==> config.mk <==
export PLATFORM = sky130hd
export DESIGN_NAME = multiphase_nco
export DESIGN_NICKNAME = d
export VERILOG_FILES = /design/src/rtl/mpnco_pkg.sv /design/src/rtl/nco_step_sync.sv /design/src/rtl/nco_phase_bank.sv /design/src/rtl/multiphase_nco.sv
export SDC_FILE = /design/constraint.sdc
export NUM_CORES = 1
export LEC_CHECK = 0
export CAP_MARGIN = 40
export CORE_ASPECT_RATIO = 0.8
export CORE_MARGIN = 3
export CORE_UTILIZATION = 41
export DETAILED_ROUTE_END_ITERATION = 12
export DONT_BUFFER_PORTS = 1
export PLACE_DENSITY = 0.63
export SKIP_LAST_GASP = 1
export SYNTH_ARGS = -nofsm -noshare
export SYNTH_HDL_FRONTEND = slang
export SYNTH_SLANG_ARGS = --single-unit
==> constraint.sdc <==
create_clock -name clk -period 3.65 [get_ports clk]
set_input_delay 1.095 -clock clk [delete_from_list [all_inputs] [get_ports clk]]
set_output_delay 1.095 -clock clk [all_outputs]
set_load 0.05 [all_outputs]
==> src/rtl/mpnco_pkg.sv <==
package mpnco_pkg;
  typedef struct packed {
    logic stepUp;
    logic stepDown;
  } stepCmd_t;
endpackage

==> src/rtl/nco_step_sync.sv <==
module nco_step_sync
  import mpnco_pkg::*;
#(
  parameter int SYNC_STAGES = 2
) (
  input  logic     clk,
  input  logic     rst,
  input  logic     reqStrobe,
  input  logic     reqEnable,
  input  logic     reqUp,
  output stepCmd_t cmd
);
  logic [SYNC_STAGES:0] chain;
  logic                 riseSeen;

  always_ff @(posedge clk) begin
    if (rst) chain <= '0;
    else     chain <= {chain[SYNC_STAGES-1:0], reqStrobe};
  end

  assign riseSeen     = chain[SYNC_STAGES-1] & ~chain[SYNC_STAGES];
  assign cmd.stepUp   = riseSeen & reqEnable & reqUp;
  assign cmd.stepDown = riseSeen & reqEnable & ~reqUp;


  single_pulse_chk: assert property (@(posedge clk) disable iff (rst)
    (cmd.stepUp || cmd.stepDown) |=> !(cmd.stepUp || cmd.stepDown));
endmodule

==> src/rtl/nco_phase_bank.sv <==
module nco_phase_bank
  import mpnco_pkg::*;
#(
  parameter int ACC_W   = 16,
  parameter int LANES   = 8,
  parameter int CLK_BIT = ACC_W - 1,
  parameter int M_NOM   = 2048,
  parameter int M_MIN   = 1024,
  parameter int M_MAX   = 4096
) (
  input  logic             clk,
  input  logic             rst,
  input  stepCmd_t         cmd,
  output logic [LANES-1:0] laneWord,
  output logic [ACC_W-1:0] jumpSize
);
  localparam int LANE_SH = $clog2(LANES);
  localparam logic [ACC_W-1:0] JNOM = ACC_W'(M_NOM);
  localparam logic [ACC_W-1:0] JMIN = ACC_W'(M_MIN);
  localparam logic [ACC_W-1:0] JMAX = ACC_W'(M_MAX);

  logic [ACC_W-1:0] baseAcc;
  logic [ACC_W-1:0] jumpReg;
  logic [ACC_W-1:0] jumpNext;
  logic [ACC_W-1:0] laneGap;
  logic [ACC_W-1:0] laneVal [LANES];
  logic [LANES-1:0] laneBits;

  always_comb begin
    jumpNext = jumpReg;
    if (cmd.stepUp && (jumpReg < JMAX))        jumpNext = jumpReg + 1'b1;
    else if (cmd.stepDown && (jumpReg > JMIN)) jumpNext = jumpReg - 1'b1;
  end

  assign laneGap = jumpReg >> LANE_SH;

  for (genvar k = 0; k < LANES; k++) begin : g_lane
    assign laneVal[k]  = baseAcc + laneGap * ACC_W'(k);
    assign laneBits[k] = laneVal[k][CLK_BIT];
  end

  always_ff @(posedge clk) begin
    if (rst) begin
      baseAcc  <= '0;
      jumpReg  <= JNOM;
      laneWord <= '0;
    end else begin
      baseAcc  <= baseAcc + jumpReg;
      jumpReg  <= jumpNext;
      laneWord <= laneBits;
    end
  end

  assign jumpSize = jumpReg;


  jump_range_chk: assert property (@(posedge clk) disable iff (rst)
    (jumpReg >= JMIN) && (jumpReg <= JMAX));


  unit_step_chk: assert property (@(posedge clk) disable iff (rst)
    $stable(jumpReg) || (jumpReg == $past(jumpReg) + 1'b1) ||
    (jumpReg == $past(jumpReg) - 1'b1));


  idle_hold_chk: assert property (@(posedge clk) disable iff (rst)
    !(cmd.stepUp || cmd.stepDown) |=> $stable(jumpReg));
endmodule

==> src/rtl/multiphase_nco.sv <==
module multiphase_nco
  import mpnco_pkg::*;
#(
  parameter int ACC_W       = 16,
  parameter int LANES       = 8,
  parameter int CLK_BIT     = ACC_W - 1,
  parameter int M_NOM       = 2048,
  parameter int M_MIN       = 1024,
  parameter int M_MAX       = 4096,
  parameter int SYNC_STAGES = 2
) (
  input  logic             clk,
  input  logic             rst,
  input  logic             reqStrobe,
  input  logic             reqEnable,
  input  logic             reqUp,
  output logic [LANES-1:0] laneWord,
  output logic [ACC_W-1:0] jumpSize
);
  stepCmd_t cmd;

  nco_step_sync #(.SYNC_STAGES(SYNC_STAGES)) u_sync (
    .clk(clk), .rst(rst), .reqStrobe(reqStrobe),
    .reqEnable(reqEnable), .reqUp(reqUp), .cmd(cmd)
  );

  nco_phase_bank #(
    .ACC_W(ACC_W), .LANES(LANES), .CLK_BIT(CLK_BIT),
    .M_NOM(M_NOM), .M_MIN(M_MIN), .M_MAX(M_MAX)
  ) u_bank (
    .clk(clk), .rst(rst), .cmd(cmd),
    .laneWord(laneWord), .jumpSize(jumpSize)
  );
endmodule

==> metrics.md, run 1 <==
| Metric | Value |
|---|---|
| Vias | `5,338` |
| Synth Area in Compound Gates | `0.198` |
| Mux cell area share after synthesis | `0.0162` |
| Count of final max-slew check failures | `0` |
| Largest area contributor in the netlist | `ha_1` |
| Final net count | `1,002` |
| Die X-Extent | `146 µm` |
| CTS Buf Count | `5` |
| Startpoint Class | `flip-flop` |
| Min-Delay Startpoint | `u_sync.chain[0]` |
| Fin Hold WS | `439 ps` |
| Largest net degree at the start of global routing | `46` |
| Final wirelength | `15,500 µm` |
| Maximum buffer depth of the clock tree | `2` |
| HPWL after detailed placement | `12,700 µm` |
| Syn nets | `935` |
| Fin crit share | `0.965` |
| Cell Area, Placed | `7160 µm²` |
| Area of the core | `15,200 µm²` |
| Ys flop type | `dfxtp_1` |
| Post-synthesis cell type count | `62` |
| Worst-path clk slew | `60 ps` |
| Asr flop ratio synth | `0` |
| Vias in the first global route | `5,378` |
| P per Cell Area | `238 nW/µm²` |
| FF-to-FF setup slack | `130 ps` |
| Commonest cells in the netlist | `153 x ha_1, 111 x inv_1, 60 x nor2_1` |
| Sink Count | `43` |
| Area grow syn2layout | `15.5%` |
| Setup Skew | `3.65 ps` |
| Critical R2R Launch | `u_bank.jumpSize[4]` |
| Initial antenna violation count | `0` |
| Port Buf Inserts | `0` |
| Final Hold Vio Count | `0` |
| Setup TNS | `0 ps` |
| Min Tclk post-route | `3520 ps` |
| Crit. End Element | `flip-flop` |
| Register area share after synthesis | `0.134` |
| IO Pins | `29` |
| Seq cells post-synth | `43` |
| Die Footprint | `17,200 µm²` |
| Req. time, crit path | `3810 ps` |
| Fmax | `284 MHz` |
| Worst VDD drop | `211 µV` |
| Row cnt | `40` |
| Area share of and/or/nand/nor cells after synthesis | `0.118` |
| Residual DRC | `0` |
| Vias per cell | `5.24` |
| Slew HR | `0.552` |
| Die Y | `118 µm` |
| Final core utilization | `0.488` |
| Worst-Skew Late Latency | `300 ps` |
| Number of synthesized flops with an enable pin | `0` |
| Avg Cell Area, Syn | `8.66 µm²` |
| Drt wl/cell | `15.2 µm` |
| Gate Count Post-Synth | `740` |
| Leak pwr | `3.99 nW` |
| Largest family of logic cells by synthesized area | `adder cells` |
| CTS Root Buffer Type | `clkbuf_16` |
| Initial DRC Count | `277` |
| Yosys synthesis warning count | `0` |
| WS Path Type | `flip-flop to flip-flop` |
| Routability congestion estimate | `0.907` |
| Crit-path max FO | `5` |
| Status | `completed` |
| Top-count cell post-synth | `ha_1` |
| XOR/XNOR share of the synthesized area | `0.0478` |
| CP Launch Point | `u_bank.jumpSize[4]` |
| Ranking of synthesized cells by area | `ha_1 30%, dfxtp_1 13%, fa_1 12%` |
| Top cell type's share of synthesized area | `0.299` |
| Pre-antenna DRT Iters | `6` |
| Total track usage | `0.188` |
| Max cap viols | `0` |
| H-tree depth | `2` |
| Hold Crit Class | `flip-flop to flip-flop` |
| Setup Viol. Count Final | `0` |
| Final non-filler cell area | `7400 µm²` |
| CTS hold repair buffers | `0` |
| CTS tree | `done` |
| DRT antenna net count | `0` |
| Remaining Overflow, GRT | `0` |
| Adder-cell share of the synthesized area | `0.414` |
| First-pass GRT wire length | `26,600 µm` |
| N_diodes | `0` |
| Mapped cell area | `6410 µm²` |
| RSZ-0062 raised after global routing | `true` |
| WP data arrival | `3680 ps` |
| Layout cells sized above 1 | `0.144` |
| Initial Util | `0.423` |
| Worst Max-Slew Pin Slew | `666 ps` |
## metrics by stage
step	instances	setup slack (ps)	power, mW
after detailed placement	1009	-140	1.23
final	1018	127	1.76
after floorplan	740	-99.5	1.04
after CTS	1017	9.56	1.77
after global routing	1018	-6.29	1.91
after global placement	1008	-98.5	1.22
## per-layer routing
metal,share of wire,track usage,vias to the layer above,wire (µm)
li1,-,-,2749,-
met1,0.52,0.278,2472,8010
met2,0.42,0.280,95,6420
met3,0.049,0.0358,22,753
met4,0.018,0.0486,0,274
met5,0,0,-,0
## flip-flops by register name (all words and copies together), names as in the netlist
| signal | count |
|---|---|
| u_bank.baseAcc | 16 |
| u_bank.laneWord | 8 |
| u_sync.chain | 3 |
| u_bank.jumpSize | 16 |
## cells in the final DEF, fill, tap and decap left out, drive strengths merged, types with 23 or more instances in the layout
cell type / count
ha: 153
nor2: 61
dfxtp: 43
o21ai: 32
inv: 110
a21oi: 56
fa: 37
a21o: 23
xnor2: 24
nand2: 24
buf: 69
## worst paths after layout
kind	endpoint	cells after the start
setup / recovery	u_bank.laneWord[7]	13
hold / removal	u_sync.chain[1]	1
setup reg to reg	u_bank.laneWord[7]	13
hold reg to reg	u_sync.chain[1]	1
## worst max-delay path, cell delays in order (launching register included)
cell	delay (ps)
dfxtp_2	340
buf_4	160
fa_1	500
inv_1	50
fa_1	470
inv_1	40
ha_1	260
a41o_1	250
a21o_1	190
a21oi_2	130
o21bai_1	80
a21oi_2	180
nor3_1	60
or4b_2	660
## cells by family (layout without fill, tap and decap cells)
group,after synthesis,count (layout)
compound gates,186,186
flops,43,43
simple gates,156,156
fa+ha+maj,190,190
mux,10,10
xor+xnor,35,35
buf+inv,120,188
## cell type report
cell class	instances	area, µm²
repair buffers	69	526
well taps	210	263
clock buffers	5	125
multi-input cells	577	5150
clock inverters	3	43.8
inverters	111	420
flip-flops and latches	43	876
fillers	1438	7760
## report_power, final
| group | internal (mW) | switching (mW) | total (mW) |
|---|---|---|---|
| registers | 0.495 | 0.0379 | 0.533 |
| logic | 0.305 | 0.397 | 0.701 |
| clock network | 0.323 | 0.205 | 0.528 |
| total | 1.12 | 0.640 | 1.76 |
## timing repair
| item | in CTS | in global routing |
|---|---|---|
| setup endpoints to repair | 1 | 5 |
| resized for setup | 1 | 14 |
| pin swaps | 0 | 6 |
| setup buffers | 0 | 2 |
(Power assumes the default switching activity.)
==> run 2: changes to the inputs <==
--- a/config.mk
+++ b/config.mk
@@ -11,7 +11,7 @@
 export CORE_UTILIZATION = 41
 export DETAILED_ROUTE_END_ITERATION = 12
 export DONT_BUFFER_PORTS = 1
-export PLACE_DENSITY = 0.63
+export PLACE_DENSITY = 0.61
 export SKIP_LAST_GASP = 1
 export SYNTH_ARGS = -nofsm -noshare
 export SYNTH_HDL_FRONTEND = slang
==> constraint.sdc (replaced) <==
create_clock -name clk -period 4.5 [get_ports clk]
set_input_delay 1.35 -clock clk [delete_from_list [all_inputs] [get_ports clk]]
set_output_delay 1.35 -clock clk [all_outputs]
set_load 0.05 [all_outputs]
==> metrics.md, run 2 (same netlist as run 1, synthesis figures left out) <==
| Metric | Value |
|---|---|
| CP Cell Sequence | `nand3b_1, nor2_1, inv_1, ha_1, a21oi_1, o22ai_1, a211o_1, o311a_4, o41ai_4, o22ai_1, mux2_1 (was buf_4, fa_1, inv_1, fa_1, inv_1, ha_1, a41o_1, a21o_1, a21oi_2, o21bai_1, a21oi_2, nor3_1, or4b_2)` |
| WS Path Type | `input pin to flip-flop (was flip-flop to flip-flop)` |
| Multi-input gate area | `5090 µm² (was 5150 µm²)` |
| DRT antenna net count | `0 (unchanged)` |
| Slew HR | `0.460 (was 0.552)` |
| Area of the core | `15,200 µm² (unchanged)` |
| Total track usage | `0.193 (was 0.188)` |
| Vias per cell | `5.48 (was 5.24)` |
| Min Tclk post-route | `3940 ps` |
| Max cap viols | `0 (unchanged)` |
| Status | `completed (unchanged)` |
| Fmax | `254 MHz` |
| Crit-path max FO | `9 (was 5)` |
| Crit. End Element | `flip-flop (unchanged)` |
| Worst-Skew Late Latency | `290 ps (was 300 ps)` |
| Critical R2R Launch | `u_bank.jumpSize[4] (unchanged)` |
| CP Launch Point | `reqEnable (was u_bank.jumpSize[4])` |
| Setup Viol. Count Final | `0 (unchanged)` |
| Setup bufs post-CTS | `0 (unchanged)` |
| Cell Area, Placed | `6770 µm² (was 7160 µm²)` |
| Hold Crit Class | `flip-flop to flip-flop (unchanged)` |
| RSZ-0062 raised after global routing | `false (was true)` |
| Min-Delay Startpoint | `u_sync.chain[0] (unchanged)` |
| Slowest CP cell | `ha_1 (was or4b_2)` |
| Routability congestion estimate | `0.904 (was 0.907)` |
| Remaining Overflow, GRT | `0 (unchanged)` |
| Vias in the first global route | `5,575 (was 5,378)` |
| CTS tree | `done (unchanged)` |
| First-pass GRT wire length | `27,600 µm (was 26,600 µm)` |
| CP bufs+invs | `1 (was 3)` |
| Die Footprint | `17,200 µm² (unchanged)` |
| Startpoint Class | `input pin (was flip-flop)` |
| H-tree depth | `2 (unchanged)` |
| Crit-path max cell delay | `410 ps (was 660 ps)` |
| Worst VDD drop | `209 µV (was 211 µV)` |
| Final non-filler cell area | `6970 µm² (was 7400 µm²)` |
| Vias | `5,298 (was 5,338)` |
| Leak pwr | `3.73 nW (was 3.99 nW)` |
| Most frequent cells in the layout | `153 x ha_1, 111 x inv_1, 60 x nor2_1 (was 153 x ha_1, 110 x inv_1, 68 x buf_4)` |
| Setup TNS | `0 ps (unchanged)` |
| Worst-path clk slew | `70 ps (was 60 ps)` |
| CTS Root Buffer Type | `clkbuf_16 (unchanged)` |
| CP top delay family | `compound AO/OA/AOI/OAI gates (was adder cells)` |
| WP data arrival | `4120 ps (was 3680 ps)` |
| Setup Skew | `5.59 ps (was 3.65 ps)` |
| Pre-antenna DRT Iters | `5 (was 6)` |
| Req. time, crit path | `4680 ps (was 3810 ps)` |
| Die Y | `118 µm (unchanged)` |
| Top cell by count, worst path | `o22ai_1` |
| Final core utilization | `0.459 (was 0.488)` |
| Post-route insts no fill | `967 (was 1,018)` |
| Area grow syn2layout | `8.67% (was 15.5%)` |
| Post-CTS Resized | `0 (was 1)` |
| Fin crit share | `0.875` |
| Maximum buffer depth of the clock tree | `2 (unchanged)` |
| Row cnt | `40 (unchanged)` |
| Port Buf Inserts | `0 (unchanged)` |
| Residual DRC | `0 (unchanged)` |
| Layout cells sized above 1 | `0.0542 (was 0.144)` |
| Commonest non-fill, non-tap cell in the layout | `ha_1 (unchanged)` |
| Initial Util | `0.423 (unchanged)` |
| HPWL after detailed placement | `13,300 µm (was 12,700 µm)` |
| Inst Count DP | `959 (was 1,009)` |
| Count of final max-slew check failures | `0 (unchanged)` |
| Drt wl/cell | `16.7 µm (was 15.2 µm)` |
| Die X-Extent | `146 µm (unchanged)` |
| Post-route setup slack | `562 ps (was 127 ps)` |
| CTS hold repair buffers | `0 (unchanged)` |
| IO Pins | `29 (unchanged)` |
| N_diodes | `0 (unchanged)` |
| Sink Count | `43 (unchanged)` |
| Sequential cell area | `861 µm² (was 876 µm²)` |
| Fill cells | `1,508 (was 1,438)` |
| CTS Buf Count | `5 (unchanged)` |
| Final net count | `951 (was 1,002)` |
| P per Cell Area | `207 nW/µm² (was 238 nW/µm²)` |
| Worst Max-Slew Pin Slew | `803 ps (was 666 ps)` |
| Final Hold Vio Count | `0 (unchanged)` |
| Post-Place Worst Slack | `270 ps (was -140 ps)` |
| Largest net degree at the start of global routing | `46 (unchanged)` |
| Final wirelength | `16,100 µm (was 15,500 µm)` |
| Initial antenna violation count | `0 (unchanged)` |
| Initial DRC Count | `255 (was 277)` |
[run 2: cell count changes in the layout (fill, tap and decap cells not counted), moves of 3 or more]
cell	previous run	this run
a21oi_1	53	56
a21oi_2	3	0
buf_4	68	17
dfxtp_1	31	43
dfxtp_2	12	0
[run 2: area by class of cell]
class,instances,area share
Clock buffer,5,0.0180
Multi-Input combinational cell,577,0.731
Timing Repair Buffer,18,0.0205
Sequential cell,43,0.124
Tap cell,210,0.0377
Clock inverter,3,0.00970
Inverter,111,0.0598
[run 2: metrics by stage]
stage / total power [mW] / hold WS (ps)
floorplan: 0.840 / 414
global placement: 0.940 / 424
detailed placement: 0.968 / 430
CTS: 1.45 / 447
global route: 1.55 / 455
finish: 1.44 / 447
[run 2: metal layers]
| metal | vias up | wire length, µm | track usage |
|---|---|---|---|
| met1 | 2508 | 8050 | 0.275 |
| met4 | 0 | 233 | 0.0492 |
| met3 | 16 | 762 | 0.0239 |
| met5 | - | 0 | 0 |
| met2 | 131 | 7060 | 0.310 |
| li1 | 2643 | - | - |
[run 2: worst paths after layout]
kind	to	slack, ps	cells after the start
min	u_sync.chain[1]	450	1
max reg2reg	u_bank.laneWord[3]	600	15
max	u_bank.jumpSize[15]	560	11
min reg2reg	u_sync.chain[1]	450	1
[run 2: power by group]
group | switching (mW) | internal, mW | total, mW
Sequential | 0.0558 | 0.400 | 0.456
Clock | 0.166 | 0.318 | 0.484
Combinational | 0.295 | 0.210 | 0.504
Total | 0.516 | 0.928 | 1.44
